$ cat config.mk
export PLATFORM = sky130hd
export DESIGN_NAME = pcode_verifier
export DESIGN_NICKNAME = d
export VERILOG_FILES = /design/src/rtl/pcode_pkg.sv /design/src/rtl/pcode_ctrl.sv /design/src/rtl/pcode_datapath.sv /design/src/rtl/pcode_verifier.sv
export SDC_FILE = /design/constraint.sdc
export NUM_CORES = 1
export LEC_CHECK = 0
export ABC_CLOCK_PERIOD_IN_PS = 3400
export BUFFER_PORTS_ARGS = -buffer_cell sky130_fd_sc_hd__buf_2
export CAP_MARGIN = 0
export CORE_MARGIN = 8
export CORE_UTILIZATION = 55
export DETAILED_ROUTE_END_ITERATION = 16
export PLACE_DENSITY = 0.75
export SLEW_MARGIN = 30
export SYNTH_ARGS = -nofsm -noshare
export SYNTH_HDL_FRONTEND = slang
export SYNTH_SLANG_ARGS = --single-unit
$ cat constraint.sdc
create_clock -name clk -period 3.4 [get_ports clk]
set_input_delay 0.17 -clock clk [delete_from_list [all_inputs] [get_ports clk]]
set_output_delay 0.17 -clock clk [all_outputs]
set_load 0.05 [all_outputs]
$ cat src/rtl/pcode_pkg.sv
package pcode_pkg;

  localparam int PC_LEN   = 7;
  localparam int PC_USERS = 7;

  typedef enum logic {ST_COLLECT, ST_EVAL} pcState_t;

  typedef struct packed {
    logic shiftIn;
    logic flush;
    logic evaluate;
    logic lenOk;
    logic clearResult;
  } pcStrobes_t;

  // Passcode for table entry k: entries below PC_USERS are ordinary users,
  // the rest privileged. The first character sits in the top byte.
  function automatic logic [8*PC_LEN-1:0] codeFor(input int k);
    logic [8*PC_LEN-1:0] r;
    logic [31:0] usr;
    logic [39:0] sup;
    logic [7:0]  c;
    int n;
    int plen;
    usr = "user";
    sup = "super";
    r = '0;
    if (k < PC_USERS) begin
      n = k + 1;
      plen = 4;
    end else begin
      n = k - PC_USERS + 1;
      plen = 5;
    end
    for (int i = 0; i < PC_LEN; i++) begin
      if (i < plen) begin
        if (k < PC_USERS) c = usr[8*(3-i) +: 8];
        else              c = sup[8*(4-i) +: 8];
      end else begin
        c = 8'(8'h30 + n + (i - plen));
      end
      r[8*(PC_LEN-1-i) +: 8] = c;
    end
    return r;
  endfunction

endpackage

$ cat src/rtl/pcode_ctrl.sv
module pcode_ctrl
  import pcode_pkg::*;
#(
  parameter int LEN = PC_LEN
) (
  input  logic       clk,
  input  logic       rstN,
  input  logic       charValid,
  input  logic       enterStb,
  input  logic       clearIn,
  output pcStrobes_t strobes
);

  localparam int CNTW = $clog2(LEN + 2);
  localparam logic [CNTW-1:0] CNT_FULL = CNTW'(LEN);
  localparam logic [CNTW-1:0] CNT_OVER = CNTW'(LEN + 1);

  pcState_t stateQ, stateD;
  logic [CNTW-1:0] countQ, countD;
  logic lenOkQ, lenOkD;

  always_comb begin
    stateD  = stateQ;
    countD  = countQ;
    lenOkD  = lenOkQ;
    strobes = '0;
    strobes.lenOk = lenOkQ;
    unique case (stateQ)
      ST_COLLECT: begin
        if (clearIn) begin
          strobes.flush       = 1'b1;
          strobes.clearResult = 1'b1;
          countD = '0;
        end else if (enterStb) begin
          lenOkD = (countQ == CNT_FULL);
          stateD = ST_EVAL;
        end else if (charValid) begin
          if (countQ < CNT_FULL) begin
            strobes.shiftIn = 1'b1;
            countD = countQ + 1'b1;
          end else begin
            countD = CNT_OVER;
          end
        end
      end
      ST_EVAL: begin
        strobes.flush = 1'b1;
        countD = '0;
        stateD = ST_COLLECT;
        if (clearIn) strobes.clearResult = 1'b1;
        else         strobes.evaluate    = 1'b1;
      end
      default: stateD = ST_COLLECT;
    endcase
  end

  always_ff @(posedge clk) begin
    if (!rstN) begin
      stateQ <= ST_COLLECT;
      countQ <= '0;
      lenOkQ <= 1'b0;
    end else begin
      stateQ <= stateD;
      countQ <= countD;
      lenOkQ <= lenOkD;
    end
  end

  AST_COUNT_BOUND: assert property (@(posedge clk) disable iff (!rstN)
    countQ <= CNT_OVER);
  AST_EVAL_ONE_CYCLE: assert property (@(posedge clk) disable iff (!rstN)
    stateQ == ST_EVAL |=> stateQ == ST_COLLECT && countQ == '0);
  AST_CLEAR_EMPTIES: assert property (@(posedge clk) disable iff (!rstN)
    clearIn |=> countQ == '0);

endmodule

$ cat src/rtl/pcode_datapath.sv
module pcode_datapath
  import pcode_pkg::*;
#(
  parameter int LEN   = PC_LEN,
  parameter int USERS = PC_USERS
) (
  input  logic                          clk,
  input  logic                          rstN,
  input  logic [7:0]                    charData,
  input  pcStrobes_t                    strobes,
  output logic                          loginValid,
  output logic                          loginReject,
  output logic                          isSuper,
  output logic [$clog2(USERS+1)-1:0]    userIdx
);

  localparam int BUFW    = 8 * LEN;
  localparam int ENTRIES = 2 * USERS;
  localparam int IDXW    = $clog2(USERS + 1);

  logic [BUFW-1:0]    bufQ;
  logic [ENTRIES-1:0] hit;
  logic               anyHit;
  logic               hitSuper;
  logic [IDXW-1:0]    hitIdx;

  always_ff @(posedge clk) begin
    if (!rstN) begin
      bufQ <= '0;
    end else if (strobes.flush) begin
      bufQ <= '0;
    end else if (strobes.shiftIn) begin
      bufQ <= {bufQ[BUFW-9:0], charData};
    end
  end

  for (genvar k = 0; k < ENTRIES; k++) begin : g_cmp
    assign hit[k] = (bufQ == codeFor(k));
  end

  always_comb begin
    anyHit   = 1'b0;
    hitSuper = 1'b0;
    hitIdx   = '0;
    for (int k = 0; k < ENTRIES; k++) begin
      if (hit[k] && !anyHit) begin
        anyHit   = 1'b1;
        hitSuper = (k >= USERS);
        hitIdx   = (k < USERS) ? IDXW'(k + 1) : IDXW'(k - USERS + 1);
      end
    end
  end

  always_ff @(posedge clk) begin
    if (!rstN) begin
      loginValid  <= 1'b0;
      loginReject <= 1'b0;
      isSuper     <= 1'b0;
      userIdx     <= '0;
    end else begin
      loginValid  <= 1'b0;
      loginReject <= 1'b0;
      if (strobes.clearResult) begin
        isSuper <= 1'b0;
        userIdx <= '0;
      end else if (strobes.evaluate) begin
        if (strobes.lenOk && anyHit) begin
          loginValid <= 1'b1;
          isSuper    <= hitSuper;
          userIdx    <= hitIdx;
        end else begin
          loginReject <= 1'b1;
          isSuper     <= 1'b0;
          userIdx     <= '0;
        end
      end
    end
  end

  AST_HIT_UNIQUE: assert property (@(posedge clk) disable iff (!rstN)
    $onehot0(hit));
  AST_HOLD_RESULT: assert property (@(posedge clk) disable iff (!rstN)
    !strobes.evaluate && !strobes.clearResult |=> $stable(userIdx) && $stable(isSuper));

endmodule

$ cat src/rtl/pcode_verifier.sv
module pcode_verifier
  import pcode_pkg::*;
#(
  parameter int LEN   = PC_LEN,
  parameter int USERS = PC_USERS
) (
  input  logic       clk,
  input  logic       rstN,
  input  logic       charValid,
  input  logic [7:0] charData,
  input  logic       enterStb,
  input  logic       clearIn,
  output logic       loginValid,
  output logic       loginReject,
  output logic       isSuper,
  output logic [2:0] userIdx
);

  pcStrobes_t strobes;

  pcode_ctrl #(.LEN(LEN)) u_ctrl (
    .clk       (clk),
    .rstN      (rstN),
    .charValid (charValid),
    .enterStb  (enterStb),
    .clearIn   (clearIn),
    .strobes   (strobes)
  );

  pcode_datapath #(.LEN(LEN), .USERS(USERS)) u_dp (
    .clk         (clk),
    .rstN        (rstN),
    .charData    (charData),
    .strobes     (strobes),
    .loginValid  (loginValid),
    .loginReject (loginReject),
    .isSuper     (isSuper),
    .userIdx     (userIdx)
  );

  AST_ONE_OUTCOME: assert property (@(posedge clk) disable iff (!rstN)
    !(loginValid && loginReject));
  AST_VALID_PULSE: assert property (@(posedge clk) disable iff (!rstN)
    loginValid |=> !loginValid);
  AST_VALID_HAS_INDEX: assert property (@(posedge clk) disable iff (!rstN)
    loginValid |-> userIdx != 3'd0);
  AST_REJECT_NO_INDEX: assert property (@(posedge clk) disable iff (!rstN)
    loginReject |-> userIdx == 3'd0 && !isSuper);
  AST_CLEAR_RESULT: assert property (@(posedge clk) disable iff (!rstN)
    clearIn |=> userIdx == 3'd0 && !isSuper && !loginValid && !loginReject);

endmodule

==> metrics list, run 1 <==
- After detailed routing, the number of vias per cell comes to 5.708.
- Post-layout instance area: 0.003525 sq mm
- Of the synthesized area, sequential elements account for approximately 42%.
- Across the VDD grid, the largest voltage drop is 0.0003095 V.
- The first routing iteration left 188 violations.
- Syn Std Cell Area: 0.003221 sq mm
- Sum of net half-perimeters after detailed placement: 4.700 mm
- Mean Syn Cell Area: 7.932 sq um
- Synthesized net count: 420
- After layout, the design draws a total of 1.576 mW.
* Worst-skew pair later-pin latency: approximately 0.34 ns
- Max-cap violation count: 0
- Effective utilization at floorplan: 55.71%
- Number of clock sinks: 68
* Maximum fanout count along the critical path: 13
- CTS H-Tree Depth: 3
- The clock period could shrink to 2.100 ns.
- Fraction of final layout cells with drive strength greater than 1: 12.80%
* Highest Clock Rate: 476.2 MHz
- Yosys mapped a number of flops with a built-in enable equal to 0.
* Final-stage net count: 423
- The detail route stage leaves a number of antenna-violating nets equal to 0.
- # Post-CTS Setup Buffers: 0
- Count of distinct cell types in the synthesized netlist: 65
- Via count: 2791
* Arrival time worst endpoint: around 2.4 ns
- The floorplan step defined a die boundary enclosing ~0.0086 sq mm.
- Post-CTS Hold Buffers: 0
* DRC violation count after routing: 0
- After clock tree synthesis, the repair step resized 0 gates.
- The initialized floorplan defines 28 standard-cell rows.
- Relative to the synthesized area, the layout overhead comes to 9.441%.
- Wire length of the first global-routing pass: 11.89 mm
- Sum of negative setup slack: 0 ns
* Post-synthesis cell type with the largest combined area: dfxtp_1
- Detailed-router iteration count before antenna repair: 4
- Met1 Use GR: 21.90%
- Pin count of the biggest net entering global routing: 59
- Hold violation total from the final report: 0
* Worst Hold Class: input port to flop
- Worst-margin pin slew: 0.7140 ns
- The number of clock buffers added by TritonCTS is 9.
* Total I/O pin count: 19
- The initial antenna violation count was 0.
* Number of input and output port buffers inserted: 18
* Height of the die: 92.52 um
- Endpoint type of the worst setup path: flop
- STA puts the critical path data required time at around 3.7 ns.
- Area after detailed placement: between 0.003 and 0.004 sq mm
- Routability cong.: 0.8965
- Top cells by area, synth: dfxtp_1, nand2_1, a21oi_1
- The analysis attributes to cell leakage a power of 1.157 nW.
* Via count of the first global-routing pass: 2623
- Maximum buffer depth of the clock tree: 2
- In the global route stage, met2 resource usage came out at a little over a quarter.
* Cell Pwr Density: roughly 450 mW/mm^2
- The number of max-slew violations in the final report came to 0.
* Area share of the largest cell type after synthesis: 42.27%
- Share of flip-flops with an asynchronous set or reset after synthesis: 0%
- Antenna cells: 0
- Unrepaired setup endpoints after global routing: false
- From left edge to right edge, the die measures 92.52 um.
- Fraction of the cycle the final worst path needs: 61.76%
- On the final layout, the worst clock skew is 0.005475 ns.
- Primary flip-flop cell chosen by synthesis mapping: dfxtp_1
* Status: finished, final reports clean
- The root buffer cell chosen for the clock tree is clkbuf_8.
- After detailed routing, the total wire length is 7.096 mm.
- Area occupied by multi-input gates: 0.001735 sq mm
- Setup violations remaining at the end of the flow were counted as 0.
* Per-cell routed wire length: 14.51 um
- Clock slew at the register clock pins of the worst setup and hold paths: 0.07 ns
* Most Used Layer, Global Route: met2
- In this run the critical register-to-register path is launched from u_dp.bufQ[15].
- The startpoint identified for the worst hold timing path is charData[6].
- Global-route congestion overflow total: 0
- Tracing the worst setup path back leads to its startpoint at u_dp.bufQ[15].
* Category of the worst setup path launch point: flop
* Critical path type: flop to flop
* Area of the placeable core: 0.005781 sq mm
- Synthesized instance count: 406
- Total of warnings raised by yosys: 0
- Met3 Resource Use GR: 3.883%
- Filler Cells Inserted: roughly 550
- Normalized max-slew margin: 52.22%
* Synth Register Bits: 68
- Flip-flop and latch area: between 0.001 and 0.0015 sq mm
* Global-route total usage across every layer: 16.95%
- TritonCTS built the clock tree.
[kinds of logic (layout without fill, tap and decap cells)]
| group | count (synthesis) | count (layout) | synth area share (%) |
|---|---|---|---|
| xor+xnor | 2 | 2 | 0.5440 |
| buf+inv | 32 | 40 | 4.623 |
| flops | 68 | 68 | 42.27 |
| compound gates | 95 | 95 | 17.09 |
| fa+ha+maj | 1 | 1 | 0.3884 |
| simple gates | 208 | 208 | 35.08 |
[layout make-up]
type | count | area share (%)
inverters | 6 | 0.6390
multi-input cells | 306 | 49.24
well taps | 75 | 2.662
flip-flops and latches | 68 | 38.62
clock buffers | 13 | 5.076
repair buffers | 18 | 2.556
clock inverters | 3 | 1.207
[power by group]
| part | switching [mW] | internal (mW) |
|---|---|---|
| Combinational | 0.0395 | 0.0117 |
| Sequential | 0.00259 | 0.798 |
| Clock | 0.306 | 0.418 |
[layout by cell type, fill, tap and decap left out, types with 3 or more instances in the layout]
| cell type | n |
|---|---|
| a21oi_1 | 63 |
| o211ai_1 | 4 |
| buf_2 | 18 |
| nor2_1 | 11 |
| o21ai_0 | 6 |
| a21o_1 | 4 |
| nand4_1 | 7 |
| dfxtp_1 | 68 |
| nand2_1 | 121 |
| nor2b_1 | 8 |
| nor4b_1 | 3 |
| inv_1 | 6 |
| nand4b_1 | 3 |
| clkbuf_8 | 13 |
| and2_1 | 3 |
| nor3_1 | 4 |
| nand3_1 | 7 |
[critical path, stage by stage (launching register included)]
cell	delay, ns
dfxtp_1	0.32
and4bb_1	0.30
nand3_1	0.34
or2_1	0.35
or4_1	0.50
o2111ai_1	0.09
a22o_1	0.14
[metrics by stage]
| stage | hold WS, ns | setup WS (ns) | cells | utilization, % |
|---|---|---|---|---|
| after floorplan | 0.2917 | 1.722 | 406 | - |
| after global placement | 0.4094 | 1.115 | 473 | 56.86 |
| after detailed placement | 0.4164 | 1.156 | 473 | 57.08 |
| after CTS | 0.05155 | 1.156 | 489 | 60.91 |
| after global routing | 0.06072 | 1.107 | 489 | 60.97 |
| final | 0.06374 | 1.300 | 489 | 60.97 |
[state kept, by name, indices dropped and copies added (netlist names)]
name,flops
u_ctrl.countQ,4
u_dp.isSuper,1
u_dp.loginValid,1
u_ctrl.lenOkQ,1
u_dp.loginReject,1
u_ctrl.stateQ,1
u_dp.userIdx,3
u_dp.bufQ,56
[Yosys cell counts (3+ instances only)]
cell type  number
dfxtp_1        68
inv_1           6
nand3_1         8
nor2b_1         8
nand4b_1        3
o21ai_0         6
nand2_1       122
o211ai_1        4
and2_1          3
nor4b_1         3
nor3_1          4
nand4_1         7
buf_2           7
nor2_1         11
a21oi_1        63
clkbuf_1       14
a21o_1          4
[path summary, 6_finish.rpt]
path,end,slack (ns),cells past startpoint
max reg2reg,u_dp.userIdx[0],1.30,6
max,u_dp.userIdx[0],1.30,6
min,u_dp.bufQ[6],0.06,3
min reg2reg,u_dp.bufQ[51],0.46,2
[routing by layer]
| layer | vias up | part of all wire [%] |
|---|---|---|
| met3 | 11 | 4.5 |
| met5 | - | 0 |
| met2 | 50 | 45 |
| met4 | 0 | 1.7 |
| met1 | 1316 | 49 |
| li1 | 1414 | - |
(Power assumes the default switching activity.)
==> run 2, diff against run 1 <==
Settings changed: ABC_CLOCK_PERIOD_IN_PS 3400 to 1700, CORE_UTILIZATION 55 to 54, PLACE_DENSITY 0.75 to 0.77.
Clock period 3.4 ns to 1.7 ns, I/O delays scaled along.
==> run 2 against run 1 <==
The flow now finishes with violations (negative setup slack). Cell area increased by 17%. First-iteration DRC count grew 29%. Non-clock buffer count grew 60. Die area up 1.5%.
==> metrics list, run 2 (synthesis results as in run 1) <==
* Height of the die: 93.23 um (+0.76%)
* Arrival time worst endpoint: 2.09 ns (-0.30 ns)
- The CTS clock-pin slew for the worst setup and hold paths was 0.08 ns (about the same).
- Largest register by flop count: u_dp.bufQ
- Chain of cells forming the critical path: nor4b_4 -> nand4_2 -> nand2b_4 -> or4_4 -> o2111ai_2 -> a22o_1
- Total Power Consumption: 3.256 mW (+110%)
- Violated checks: negative setup slack
* Row count: 28 (unchanged)
* Category of the worst setup path launch point: flop
- The cell sitting at the root of the clock tree is a clkbuf_8.
- The floorplan die area is 0.008691 sq mm (+1.5%).
* Min-delay src: enterStb
- Antenna cells: 0 (unchanged)
- Critical path required time: 2.00 ns (-1.69 ns)
- Last element of the critical path: u_dp.userIdx[0]
* Fraction of the cycle the final worst path needs: 105.4% (+44 points)
* Via count of the first global-routing pass: 2964 (+13%)
* Count of final max-slew check failures: 0 (unchanged)
- The standard cell core area is 0.005851 sq mm (+1.2%).
- Utilization of the core after routing: 70.77% (+9.8 points)
- The internal reg-to-reg setup slack is -0.09 ns (-1.39 ns).
- Effective utilization at floorplan: 55.05% (-0.67 points)
* Number of input and output port buffers inserted: 18 (unchanged)
- Number of antenna violations at the first check in global routing: 0 (unchanged)
- Most used cells in the layout excluding fill and tap cells: nand2_1, a21oi_1, dfxtp_1
* DRC violation count after routing: 0 (unchanged)
* Routed wire length: 8.412 mm (+19%)
* Worst Hold Class: input port to flop
- The buffers plus inverters on the worst setup path was 0 (unchanged).
* Normalized max-slew margin: 76.03% (+24 points)
- Stages on the worst setup path: 6 (unchanged)
* Reg-to-reg critical path startpoint: u_dp.bufQ[24]
- The maximum resistive drop on vdd came to 0.0006617 V (+110%).
- The worst register-to-register path ends at u_dp.userIdx[0].
- Pin count of the biggest net entering global routing: 58 (-1.7%)
* Final-stage net count: 483 (+14%)
* Fraction of final layout cells with drive strength greater than 1: 27.64% (+15 points)
* Status: finished with violations
- Number of DRC markers after the initial detailed-route iteration: 243 (+29%)
- The critical path is of the flop to flop type.
* Highest Clock Rate: 558.0 MHz (+17%)
- The clock latency on the worst-skew pair is 0.35 ns (about the same).
- Remaining antenna violation count after routing: 0 (unchanged)
- Slowest stage delay, CP: 0.51 ns (about the same)
* Via count: 3087 (+11%)
* Routability cong.: 0.9481 (+5.8%)
- Kind of cell with the highest combined delay on the critical path: simple AND/OR/NAND/NOR gates
- The TritonCTS sink count was 68 (unchanged).
- The via density per instance was 5.623 (-1.5%).
- Setup repair after global routing could not meet its margin everywhere.
- Area growth from synthesis to layout: 28.55%
- Clock Skews: 0.008458 ns (+0.002983 ns)
- The per-cell routed wire length was 15.32 um (+5.6%).
* Flip-flop count of the largest register after layout: 56 (unchanged)
- The global-route usage over all layers was 19.46% (+2.5 points).
* Wire length of the first global-routing pass: 13.72 mm (+15%)
* R2R depth: 6 (unchanged)
- The power density over cell area was 786.4 mW/mm^2 (+76%).
- Final period demand of the worst path: 1.792 ns (-0.3077 ns)
- Total of endpoints with negative setup slack in the final report: 6 (+6)
- Worst Slack Setup Final: -0.09214 ns (-1.392 ns)
- Number of buffers created by CTS: 9 (unchanged)
* Die outline width: 93.23 um (+0.76%)
- The number of H-tree levels is 3 (unchanged).
- Total I/O pin count: 19 (unchanged)
* Maximum fanout count along the critical path: 3 (-10)
- The worst setup path is captured at a flop.
- Hold violation total from the final report: 0 (unchanged)
- Detailed-router iteration count before antenna repair: 4 (unchanged)
- Max-cap violation count: 0 (unchanged)
- The buffer depth of the longest clock path was 2 (unchanged).
- Registers with the highest flip-flop counts: u_dp.bufQ x56, u_ctrl.countQ x4, u_dp.userIdx x3
* CTS tree: done
- The final global-route overflow total came to 0 (unchanged).
- Most common cell after layout, fill and taps aside: nand2_1
* Critical Path Slowest Stage Cell: or4_4
- The HPWL after detailed placement came to 5.664 mm (+21%).
* Worst-margin pin slew: 0.3586 ns (-0.3554 ns)
- The leakage power total was 1.487 nW (+29%).
- Worst setup path startpoint: u_dp.bufQ[24]
==> run 2: layout make-up <==
| class | instances | area [sq um] |
|---|---|---|
| clock buffers | 10 | 137.6 |
| clock inverters | 6 | 86.33 |
| fillers | 446 | 1710 |
| inverters | 6 | 22.52 |
| multi-input cells | 306 | 1802 |
| flip-flops and latches | 68 | 1380 |
| well taps | 75 | 93.84 |
| repair buffers | 78 | 618.1 |
==> run 2: worst min path at each step <==
stage	slack, ns	endpoint	cells past startpoint
2_1_floorplan	0.21	u_ctrl.countQ[0]	1
3_3_place_gp	0.33	u_dp.bufQ[4]	3
3_5_place_dp	0.33	u_dp.bufQ[1]	3
4_1_cts	0.0008	u_dp.bufQ[3]	3
5_1_grt	0.03	u_ctrl.stateQ	2
6_report	0.02	u_ctrl.stateQ	2
==> run 2: stage by stage <==
stage / instance area, sq um / hold slack, ns / instances / setup WS [ns] / setup TNS, ns
2_1_floorplan: 3221 / 0.2067 / 406 / 0.02245 / 0
3_3_place_gp: 3720 / 0.3251 / 524 / -0.07459 / -0.1733
3_5_place_dp: 3720 / 0.3313 / 524 / -0.08643 / -0.3838
4_1_cts: 4093 / 0.0007622 / 547 / -0.05818 / -0.1141
5_1_grt: 4140 / 0.02504 / 549 / -0.1866 / -0.8596
6_report: 4140 / 0.02119 / 549 / -0.09214 / -0.2937
==> run 2: routing by layer <==
metal,track usage [%],part of all wire (%),wire (um),vias to the layer above
li1,-,-,-,1547
met1,23.69,44,3665,1442
met2,31.90,49,4134,79
met3,4.888,5.1,433,19
met4,8.054,2.1,179,0
met5,0,0,0,-
==> run 2: power by group <==
part | internal, mW | switching [mW]
clock | 0.866 | 0.650
sequential | 1.59 | 0.00434
combinational | 0.0544 | 0.0867
total | 2.52 | 0.741
==> run 2: what timing repair did <==
item                                   CTS  global route
pin swaps                                9            14
endpoints found under the hold margin    7             1
setup endpoints to repair                6             6
gates resized for setup                 22            13
hold buffers                             7             1
buffers inserted                         0             1
